===== config.mk =====
export PLATFORM = sky130hd
export DESIGN_NAME = uart_regbank
export DESIGN_NICKNAME = d
export VERILOG_FILES = /design/src/rtl/uart_rb_pkg.sv /design/src/rtl/uart_rb_decode.sv /design/src/rtl/uart_rb_fifo_track.sv /design/src/rtl/uart_regbank.sv
export SDC_FILE = /design/constraint.sdc
export NUM_CORES = 1
export LEC_CHECK = 0
export BUFFER_PORTS_ARGS = -buffer_cell sky130_fd_sc_hd__buf_4
export CAP_MARGIN = 40
export CORE_MARGIN = 2
export CORE_UTILIZATION = 57
export CTS_BUF_LIST = sky130_fd_sc_hd__clkbuf_16
export CTS_CLUSTER_SIZE = 40
export DETAILED_ROUTE_END_ITERATION = 8
export HOLD_SLACK_MARGIN = 0.06
export PLACE_DENSITY = 0.86
export SLEW_MARGIN = 20
export SYNTH_ARGS = -nofsm -noshare
export SYNTH_HDL_FRONTEND = slang
export SYNTH_SLANG_ARGS = --single-unit

===== constraint.sdc =====
create_clock -name clk -period 4.45 [get_ports clk]
set_input_delay 0.445 -clock clk [delete_from_list [all_inputs] [get_ports clk]]
set_output_delay 0.445 -clock clk [all_outputs]
set_load 0.01 [all_outputs]

===== src/rtl/uart_rb_pkg.sv =====
package uart_rb_pkg;
  localparam logic [2:0] OFS_DATA = 3'd0;
  localparam logic [2:0] OFS_IER  = 3'd1;
  localparam logic [2:0] OFS_IIR  = 3'd2;
  localparam logic [2:0] OFS_LCR  = 3'd3;
  localparam logic [2:0] OFS_MCR  = 3'd4;
  localparam logic [2:0] OFS_LSR  = 3'd5;
  localparam logic [2:0] OFS_MSR  = 3'd6;
  localparam logic [2:0] OFS_SCR  = 3'd7;

  localparam logic [7:0] FCR_KEEP   = 8'hC1;
  localparam logic [4:0] MCR_KEEP   = 5'h1F;
  localparam logic [7:0] LCR_INIT   = 8'h03;
  localparam logic [7:0] LSR_STICKY = 8'h9E;

  localparam int LCR_BANK  = 7;
  localparam int FCR_EN    = 0;
  localparam int FCR_RXRST = 1;
  localparam int FCR_TXRST = 2;
  localparam int IER_THRE  = 1;
  localparam int LSR_DR    = 0;
  localparam int LSR_ERRS  = 7;
  localparam int LSR_THRE  = 5;
  localparam int LSR_IDLE  = 6;

  typedef struct packed {
    logic wr_thr, wr_dll, wr_dlm, wr_ier, wr_fcr, wr_lcr, wr_mcr, wr_scr;
    logic rd_rbr, rd_iir, rd_lsr, rd_msr;
  } rb_strobe_t;

  function automatic logic [7:0] lsr_after_read(input logic [7:0] v);
    return v & ~LSR_STICKY;
  endfunction

  function automatic logic [7:0] iir_view(input logic [3:0] code);
    return {2'b11, 2'b00, code};
  endfunction
endpackage


===== src/rtl/uart_rb_decode.sv =====
module uart_rb_decode
  import uart_rb_pkg::*;
(
  input  logic [2:0] addr,
  input  logic       rd,
  input  logic       wr,
  input  logic       bank,
  output rb_strobe_t st
);
  always_comb begin
    st = '0;
    st.wr_thr = wr & !bank & (addr == OFS_DATA);
    st.wr_dll = wr &  bank & (addr == OFS_DATA);
    st.wr_dlm = wr &  bank & (addr == OFS_IER);
    st.wr_ier = wr & !bank & (addr == OFS_IER);
    st.wr_fcr = wr & (addr == OFS_IIR);
    st.wr_lcr = wr & (addr == OFS_LCR);
    st.wr_mcr = wr & (addr == OFS_MCR);
    st.wr_scr = wr & (addr == OFS_SCR);
    st.rd_rbr = rd & !bank & (addr == OFS_DATA);
    st.rd_iir = rd & (addr == OFS_IIR);
    st.rd_lsr = rd & (addr == OFS_LSR);
    st.rd_msr = rd & (addr == OFS_MSR);
  end
endmodule


===== src/rtl/uart_rb_fifo_track.sv =====
module uart_rb_fifo_track #(
  parameter int MAX_DEPTH = 16,
  localparam int PTR_W = $clog2(MAX_DEPTH),
  localparam int CNT_W = $clog2(MAX_DEPTH + 1)
) (
  input  logic             clk,
  input  logic             rst_n,
  input  logic             flush,
  input  logic             big,
  input  logic             push,
  input  logic             pop,
  output logic [CNT_W-1:0] count,
  output logic [PTR_W-1:0] wr_ptr,
  output logic [PTR_W-1:0] rd_ptr
);
  logic [CNT_W-1:0] depth;
  logic push_ok, pop_ok;

  function automatic logic [PTR_W-1:0] step(input logic [PTR_W-1:0] p, input logic b);
    if (!b) return '0;
    return (32'(p) == MAX_DEPTH - 1) ? '0 : p + 1'b1;
  endfunction

  assign depth   = big ? CNT_W'(MAX_DEPTH) : CNT_W'(1);
  assign push_ok = push & (count < depth);
  assign pop_ok  = pop & (count != '0);

  always_ff @(posedge clk or negedge rst_n) begin
    if (!rst_n) begin
      count <= '0; wr_ptr <= '0; rd_ptr <= '0;
    end else if (flush) begin
      count <= '0; wr_ptr <= '0; rd_ptr <= '0;
    end else begin
      if (push_ok) wr_ptr <= step(wr_ptr, big);
      if (pop_ok)  rd_ptr <= step(rd_ptr, big);
      case ({push_ok, pop_ok})
        2'b10:   count <= count + 1'b1;
        2'b01:   count <= count - 1'b1;
        default: count <= count;
      endcase
    end
  end

  p_count_in_range_r6: assert property (@(posedge clk) disable iff (!rst_n)
    count <= depth);
  p_flush_zeroes_r6: assert property (@(posedge clk) disable iff (!rst_n)
    flush |=> (count == '0 && wr_ptr == '0 && rd_ptr == '0));
endmodule


===== src/rtl/uart_regbank.sv =====
module uart_regbank
  import uart_rb_pkg::*;
#(
  parameter int MAX_DEPTH = 16,
  localparam int PTR_W = $clog2(MAX_DEPTH),
  localparam int CNT_W = $clog2(MAX_DEPTH + 1)
) (
  input  logic             clk,
  input  logic             rst_n,
  input  logic [2:0]       bus_addr,
  input  logic             bus_rd,
  input  logic             bus_wr,
  input  logic [7:0]       bus_wdata,
  output logic [7:0]       bus_rdata,
  input  logic [7:0]       rx_head,
  input  logic             rx_push,
  output logic             rx_pop,
  output logic             rx_fifo_clr,
  output logic [CNT_W-1:0] rx_count,
  output logic [PTR_W-1:0] rx_wr_ptr,
  output logic [PTR_W-1:0] rx_rd_ptr,
  output logic             tx_push,
  output logic             tx_overwrite,
  output logic [7:0]       tx_byte,
  input  logic             tx_pull,
  output logic             tx_fifo_clr,
  output logic [CNT_W-1:0] tx_count,
  output logic [PTR_W-1:0] tx_wr_ptr,
  output logic [PTR_W-1:0] tx_rd_ptr,
  input  logic [3:0]       ser_err_set,
  input  logic             thr_empty_set,
  input  logic             tx_idle_set,
  input  logic [7:0]       msr_set,
  input  logic [3:0]       irq_code,
  output logic             timeout_clr,
  output logic             thre_pending,
  output logic [15:0]      divisor,
  output logic [7:0]       line_ctrl,
  output logic [3:0]       int_enable,
  output logic [7:0]       fifo_ctrl,
  output logic             fifo_mode,
  output logic [4:0]       modem_ctrl
);
  rb_strobe_t st;
  logic [7:0] dll_q, dlm_q, lcr_q, scr_q, fcr_q, lsr_q, msr_q;
  logic [7:0] lsr_d, msr_d;
  logic [3:0] ier_q;
  logic [4:0] mcr_q;
  logic       mode_q, thre_q, thre_d;
  logic       mode_flip, tx_full;
  logic [CNT_W-1:0] tx_depth;

  uart_rb_decode u_decode (
    .addr(bus_addr), .rd(bus_rd), .wr(bus_wr), .bank(lcr_q[LCR_BANK]), .st(st)
  );

  assign mode_flip   = st.wr_fcr & (bus_wdata[FCR_EN] != mode_q);
  assign rx_fifo_clr = st.wr_fcr & (bus_wdata[FCR_RXRST] | mode_flip);
  assign tx_fifo_clr = st.wr_fcr & (bus_wdata[FCR_TXRST] | mode_flip);

  assign tx_depth     = mode_q ? CNT_W'(MAX_DEPTH) : CNT_W'(1);
  assign tx_full      = (tx_count == tx_depth);
  assign tx_push      = st.wr_thr & !tx_full;
  assign tx_overwrite = st.wr_thr & tx_full;
  assign tx_byte      = bus_wdata;
  assign rx_pop       = st.rd_rbr & (rx_count != '0);
  assign timeout_clr  = st.rd_rbr;

  uart_rb_fifo_track #(.MAX_DEPTH(MAX_DEPTH)) u_rx_track (
    .clk(clk), .rst_n(rst_n), .flush(rx_fifo_clr), .big(mode_q),
    .push(rx_push), .pop(rx_pop),
    .count(rx_count), .wr_ptr(rx_wr_ptr), .rd_ptr(rx_rd_ptr)
  );

  uart_rb_fifo_track #(.MAX_DEPTH(MAX_DEPTH)) u_tx_track (
    .clk(clk), .rst_n(rst_n), .flush(tx_fifo_clr), .big(mode_q),
    .push(tx_push), .pop(tx_pull),
    .count(tx_count), .wr_ptr(tx_wr_ptr), .rd_ptr(tx_rd_ptr)
  );

  // Line status: clear-on-read first, new events win, data-port write wins over set.
  always_comb begin
    lsr_d = st.rd_lsr ? lsr_after_read(lsr_q) : lsr_q;
    lsr_d[4:1] = lsr_d[4:1] | ser_err_set;
    if (|ser_err_set)  lsr_d[LSR_ERRS] = 1'b1;
    if (thr_empty_set) lsr_d[LSR_THRE] = 1'b1;
    if (tx_idle_set)   lsr_d[LSR_IDLE] = 1'b1;
    if (st.wr_thr)     lsr_d[LSR_IDLE:LSR_THRE] = 2'b00;
    if (tx_fifo_clr)   lsr_d[LSR_THRE] = 1'b0;
    if (rx_fifo_clr)   lsr_d[LSR_DR] = 1'b0;
    else if (rx_push)  lsr_d[LSR_DR] = 1'b1;
    else if (st.rd_rbr) lsr_d[LSR_DR] = (rx_count > CNT_W'(1));
  end

  assign msr_d = (st.rd_msr ? 8'h00 : msr_q) | msr_set;

  always_comb begin
    thre_d = thre_q;
    if (st.wr_thr)                          thre_d = 1'b0;
    else if (st.rd_iir && ier_q[IER_THRE])  thre_d = 1'b0;
    else if (tx_pull)                       thre_d = 1'b1;
  end

  always_ff @(posedge clk or negedge rst_n) begin
    if (!rst_n) begin
      dll_q <= '0; dlm_q <= '0; ier_q <= '0; lcr_q <= LCR_INIT; mcr_q <= '0;
      scr_q <= '0; fcr_q <= '0; mode_q <= 1'b0; lsr_q <= '0; msr_q <= '0;
      thre_q <= 1'b1;
    end else begin
      if (st.wr_dll) dll_q <= bus_wdata;
      if (st.wr_dlm) dlm_q <= bus_wdata;
      if (st.wr_ier) ier_q <= bus_wdata[3:0];
      if (st.wr_lcr) lcr_q <= bus_wdata;
      if (st.wr_mcr) mcr_q <= bus_wdata[4:0] & MCR_KEEP;
      if (st.wr_scr) scr_q <= bus_wdata;
      if (st.wr_fcr) begin
        fcr_q  <= bus_wdata & FCR_KEEP;
        mode_q <= bus_wdata[FCR_EN];
      end
      lsr_q  <= lsr_d;
      msr_q  <= msr_d;
      thre_q <= thre_d;
    end
  end

  always_comb begin
    bus_rdata = '0;
    if (bus_rd) begin
      case (bus_addr)
        OFS_DATA: bus_rdata = lcr_q[LCR_BANK] ? dll_q : rx_head;
        OFS_IER:  bus_rdata = lcr_q[LCR_BANK] ? dlm_q : {4'b0, ier_q};
        OFS_IIR:  bus_rdata = iir_view(irq_code);
        OFS_LCR:  bus_rdata = lcr_q;
        OFS_MCR:  bus_rdata = 8'h00;
        OFS_LSR:  bus_rdata = lsr_q;
        OFS_MSR:  bus_rdata = msr_q;
        default:  bus_rdata = scr_q;
      endcase
    end
  end

  assign divisor      = {dlm_q, dll_q};
  assign line_ctrl    = lcr_q;
  assign int_enable   = ier_q;
  assign fifo_ctrl    = fcr_q;
  assign fifo_mode    = mode_q;
  assign modem_ctrl   = mcr_q;
  assign thre_pending = thre_q;

  p_push_or_overwrite_r3: assert property (@(posedge clk) disable iff (!rst_n)
    !(tx_push && tx_overwrite));
  p_overwrite_holds_count_r3: assert property (@(posedge clk) disable iff (!rst_n)
    (tx_overwrite && !tx_pull) |=> $stable(tx_count) && $stable(tx_wr_ptr));
  p_thr_write_clears_r4: assert property (@(posedge clk) disable iff (!rst_n)
    (bus_wr && !lcr_q[LCR_BANK] && bus_addr == OFS_DATA) |=> (!thre_pending && lsr_q[6:5] == 2'b00));
  p_mode_change_flushes_r5: assert property (@(posedge clk) disable iff (!rst_n)
    (bus_wr && bus_addr == OFS_IIR && bus_wdata[0] != fifo_mode) |=> (rx_count == '0 && tx_count == '0));
  p_bank_no_fifo_r2: assert property (@(posedge clk) disable iff (!rst_n)
    (lcr_q[LCR_BANK] && (bus_rd || bus_wr) && bus_addr == OFS_DATA) |-> (!rx_pop && !tx_push && !tx_overwrite));
  p_lsr_read_clears_r9: assert property (@(posedge clk) disable iff (!rst_n)
    (bus_rd && bus_addr == OFS_LSR && ser_err_set == 4'h0) |=> (lsr_q[4:1] == 4'h0 && !lsr_q[7]));
  p_msr_read_clears_r9: assert property (@(posedge clk) disable iff (!rst_n)
    (bus_rd && bus_addr == OFS_MSR && msr_set == 8'h00) |=> (msr_q == 8'h00));
  p_mcr_reads_zero_r10: assert property (@(posedge clk) disable iff (!rst_n)
    (bus_rd && bus_addr == OFS_MCR) |-> (bus_rdata == 8'h00));
endmodule


==> qor.yml <==
worst_setup_path:
  critPathMaxFanout: 20
  setup.worst_path.start_class: "flip-flop"
  arrival_ns: 3.71
  reg2reg_to: "u_tx_track.count[4]"
  criticalPathCategory: "flip-flop to flip-flop"
  crit_end: "u_tx_track.count[4]"
  worst-r2r-setup-slack_ns: 1.00
  reg2reg_depth: 11
  critical_path.startpoint: "fifo_ctrl[0]"
  r2r-start: "fifo_ctrl[0]"
  worstPathRequired_ns: 4.71
  end_kind: "flip-flop"
clocking:
  cts-hold-fix-buffers: 0
  clkTransAtPathRegs_ns: 0.06
  cts_max_level: 3
  tritoncts: "yes"
  cts.repair.resized: 0
  cts_setup_buffers: 0
  clk-insertion-delay-late_ns: 0.34
  cts_max_path_buffers: 2
  cts.sinks: 87
  cts_root_buf: "clkbuf_16"
  cts_buffers: 9
grt:
  grt_first_pass_wirelength_mm: 20.56
  grt_overflow: 0
  grt_max_degree: 45
  grt_pass1_vias: 4078
  antenna_found_initial: 0
  grtUsageTotal_pct: 29.37
floorplan:
  coreArea_um2: 8175
  dieWidth_um: 95.42
  die_area_um2: 9104
  std_cell_rows: 33
  start_util_pct: 58.26
  die-height_um: 95.42
  io_pins: 134
route:
  drt-total-wl_mm: 12.90
  viasPerCell: 6.126
  drt_iter0_drc: 372
  vias: 4178
  drt-pass1-iter-count: 5
  routedWlPerCell_um: 18.91
  ant_nets: 0
  drc_errors: 0
synthesis:
  synth_seq_cells: 87
  ys_seq_area_share_pct: 45.78
  ys_warn_count: 0
  syn_area_um2: 4763
  synthCells: 466
  synthArstFlopShare_pct: 100.0
  synth_edf_count: 0
  synth_top_flop_cell: "dfrtp_1"
  synth.distinct_cells: 62
  syn_avg_cell_area_um2: 10.22
final_layout:
  num-nets-final: 629
  layout-area-overhead-vs-synth_pct: 26.00
  layout-drive-gt1-share_pct: 36.57
  diodes: 0
  fin_util_pct: 73.42
  multi_input_area_um2: 2331
  num-fill-cells: 565
  seqCellArea_um2: 2181
worst_hold_path:
  hp-class: "primary input to asynchronous set/reset pin"
power_and_ir_drop:
  p_sw_share_pct: 34.82
  power_frac_seq_pct: 38.1
  power.density_nw_per_um2: 534.3
  p_leak_nw: 2.761
  p_switching_mw: 1.117
  p_int_mw: 2.090
  combPwrFrac_pct: 36.6
  peakVddDrop_mv: 0.3155
  pwr-share-clk_pct: 25.3
placement:
  place_congestion: 0.8569
  hpwl_mm: 8.877
  io_buffers: 128
run_status:
  status: "finished, final reports clean"
sta:
  setup_tns_ns: 0
  relSlewSlack_pct: 50.11
  clock-skew-final_ns: 0.004719
  tightestPinTransition_ns: 0.7468
  min_period_ns: 3.446
  setup_viol: 0
  finalCritPeriodShare_pct: 77.43
  rsz0062_at_grt: "no"
  slew_violations: 0
  fmax_mhz: 290.2
  finalHoldViolCount: 0
run:
  maxCapViolCount: 0
## worst min path at each step
stage	end	slack (ns)	startpoint
finish	u_rx_track.wr_ptr[2]	0.11	rst_n
global route	u_rx_track.wr_ptr[0]	0.17	rst_n
CTS	u_rx_track.wr_ptr[2]	0.13	rst_n
detailed placement	msr_q[5]	0.47	msr_q[5]
global placement	msr_q[5]	0.46	msr_q[5]
floorplan	dll_q[0]	0.15	rst_n
## cell usage after synthesis, types with 3 or more instances
| cell | n | area share, % |
|---|---|---|
| nand2b_1 | 4 | 0.53 |
| a31oi_1 | 4 | 0.53 |
| a21o_1 | 13 | 2.0 |
| clkbuf_1 | 19 | 1.5 |
| a22o_1 | 6 | 1.1 |
| o21a_1 | 5 | 0.79 |
| nand2_1 | 33 | 2.6 |
| xnor2_1 | 4 | 0.74 |
| nand4_1 | 3 | 0.39 |
| nor4_1 | 3 | 0.39 |
| dfrtp_1 | 84 | 44 |
| dfstp_2 | 3 | 1.7 |
| a21oi_1 | 35 | 3.7 |
| mux2i_1 | 7 | 1.5 |
| o21ai_0 | 31 | 3.3 |
| nand3_1 | 19 | 2.0 |
| inv_1 | 11 | 0.87 |
| nor3_1 | 12 | 1.3 |
| mux2_2 | 49 | 12 |
| nor3b_1 | 7 | 1.1 |
| nor2_1 | 28 | 2.2 |
| buf_1 | 3 | 0.24 |
| and3_1 | 6 | 0.79 |
| ha_1 | 13 | 3.4 |
| buf_4 | 16 | 2.5 |
## flip-flops by register name, indices dropped and copies added, names as in the netlist
signal,count
msr_q,8
thre_pending,1
dll_q,8
line_ctrl,8
int_enable,4
scr_q,8
u_tx_track.count,5
fifo_ctrl,3
u_rx_track.count,5
u_tx_track.wr_ptr,4
u_rx_track.wr_ptr,4
u_tx_track.rd_ptr,4
u_rx_track.rd_ptr,4
dlm_q,8
modem_ctrl,5
lsr_q,8
## layer usage
layer,global-route usage [%],vias to the layer above,part of all wire [%]
li1,-,1885,-
met1,37.08,2067,39
met2,50.18,200,51
met3,5.929,26,8.4
met4,10.60,0,2.0
met5,0,-,0
## through the flow
step	total power [mW]	std cells	hold slack [ns]	instance area, um^2	setup slack [ns]
2_1_floorplan	1.873	470	0.1494	4778	1.553
3_3_place_gp	2.312	665	0.4575	5673	1.280
3_5_place_dp	2.382	666	0.4650	5680	1.099
4_1_cts	3.213	682	0.1345	6002	1.051
5_1_grt	3.397	682	0.1666	6002	0.8137
6_report	3.207	682	0.1094	6002	1.004
## critical path, stage by stage (launching register included)
cell and delay (ns):
dfrtp_1 0.73, inv_1 0.33, ha_1 0.30, or4_4 0.54, o21ai_4 0.22, inv_2 0.12, ha_1 0.33, nor2b_1 0.14
o21ai_0 0.15, nand2b_1 0.10, mux2i_1 0.19, mux2i_1 0.20
## power by group through the flow
| stage | clock (mW) | sequential [mW] | combinational [mW] |
|---|---|---|---|
| after floorplan | 0 | 1.25 | 0.627 |
| after global routing | 0.859 | 1.25 | 1.29 |
| final | 0.812 | 1.22 | 1.17 |
| after CTS | 0.819 | 1.22 | 1.18 |
| after global placement | 0 | 1.21 | 1.10 |
| after detailed placement | 0 | 1.23 | 1.16 |
## area by class of cell
class,count,area share (%)
clock inverters,7,1.605
flip-flops and latches,87,36.34
repair buffers,131,16.39
multi-input cells,330,38.84
well taps,105,2.189
clock buffers,9,3.752
inverters,13,0.8964
## cells by family after synthesis
logic type | Yosys count | share of synthesized area [%]
adder cells (fa/ha/maj) | 16 | 4.255
AND/OR/NAND/NOR | 135 | 15.00
AO/OA/AOI/OAI | 112 | 14.84
other | 1 | 0.07873
multiplexers | 57 | 13.53
buffers and inverters | 53 | 5.595
XOR/XNOR | 5 | 0.9193
flip-flops | 87 | 45.78
## placed cells by master, fill, tap and decap left out, types with 2 or more instances in the layout
cell and n:
mux2i_1 7, clkinvlp_4 3, nor2b_1 2, nand4b_1 2
nand3_1 19, nand2_1 33, a211oi_1 2, o41ai_1 2
dfstp_2 3, a21oi_1 35, inv_1 11, dfrtp_1 84
a222oi_1 2, clkbuf_16 9, a21o_1 13, or4_1 2
or3_1 2, o21a_1 5, nand4_1 3, a22o_1 6
buf_4 131, nor4_1 3, nor2_1 28, conb_1 5
o21ai_0 31, ha_1 13, maj3_1 2, mux2_2 49
nor3b_1 7, and3_1 6, a22oi_1 2, nor3_1 12
xnor2_1 4, bufinv_16 2, nand3b_1 2, nand2b_1 4
a31oi_1 4
No activity file was read; power rests on OpenSTA's default activity.
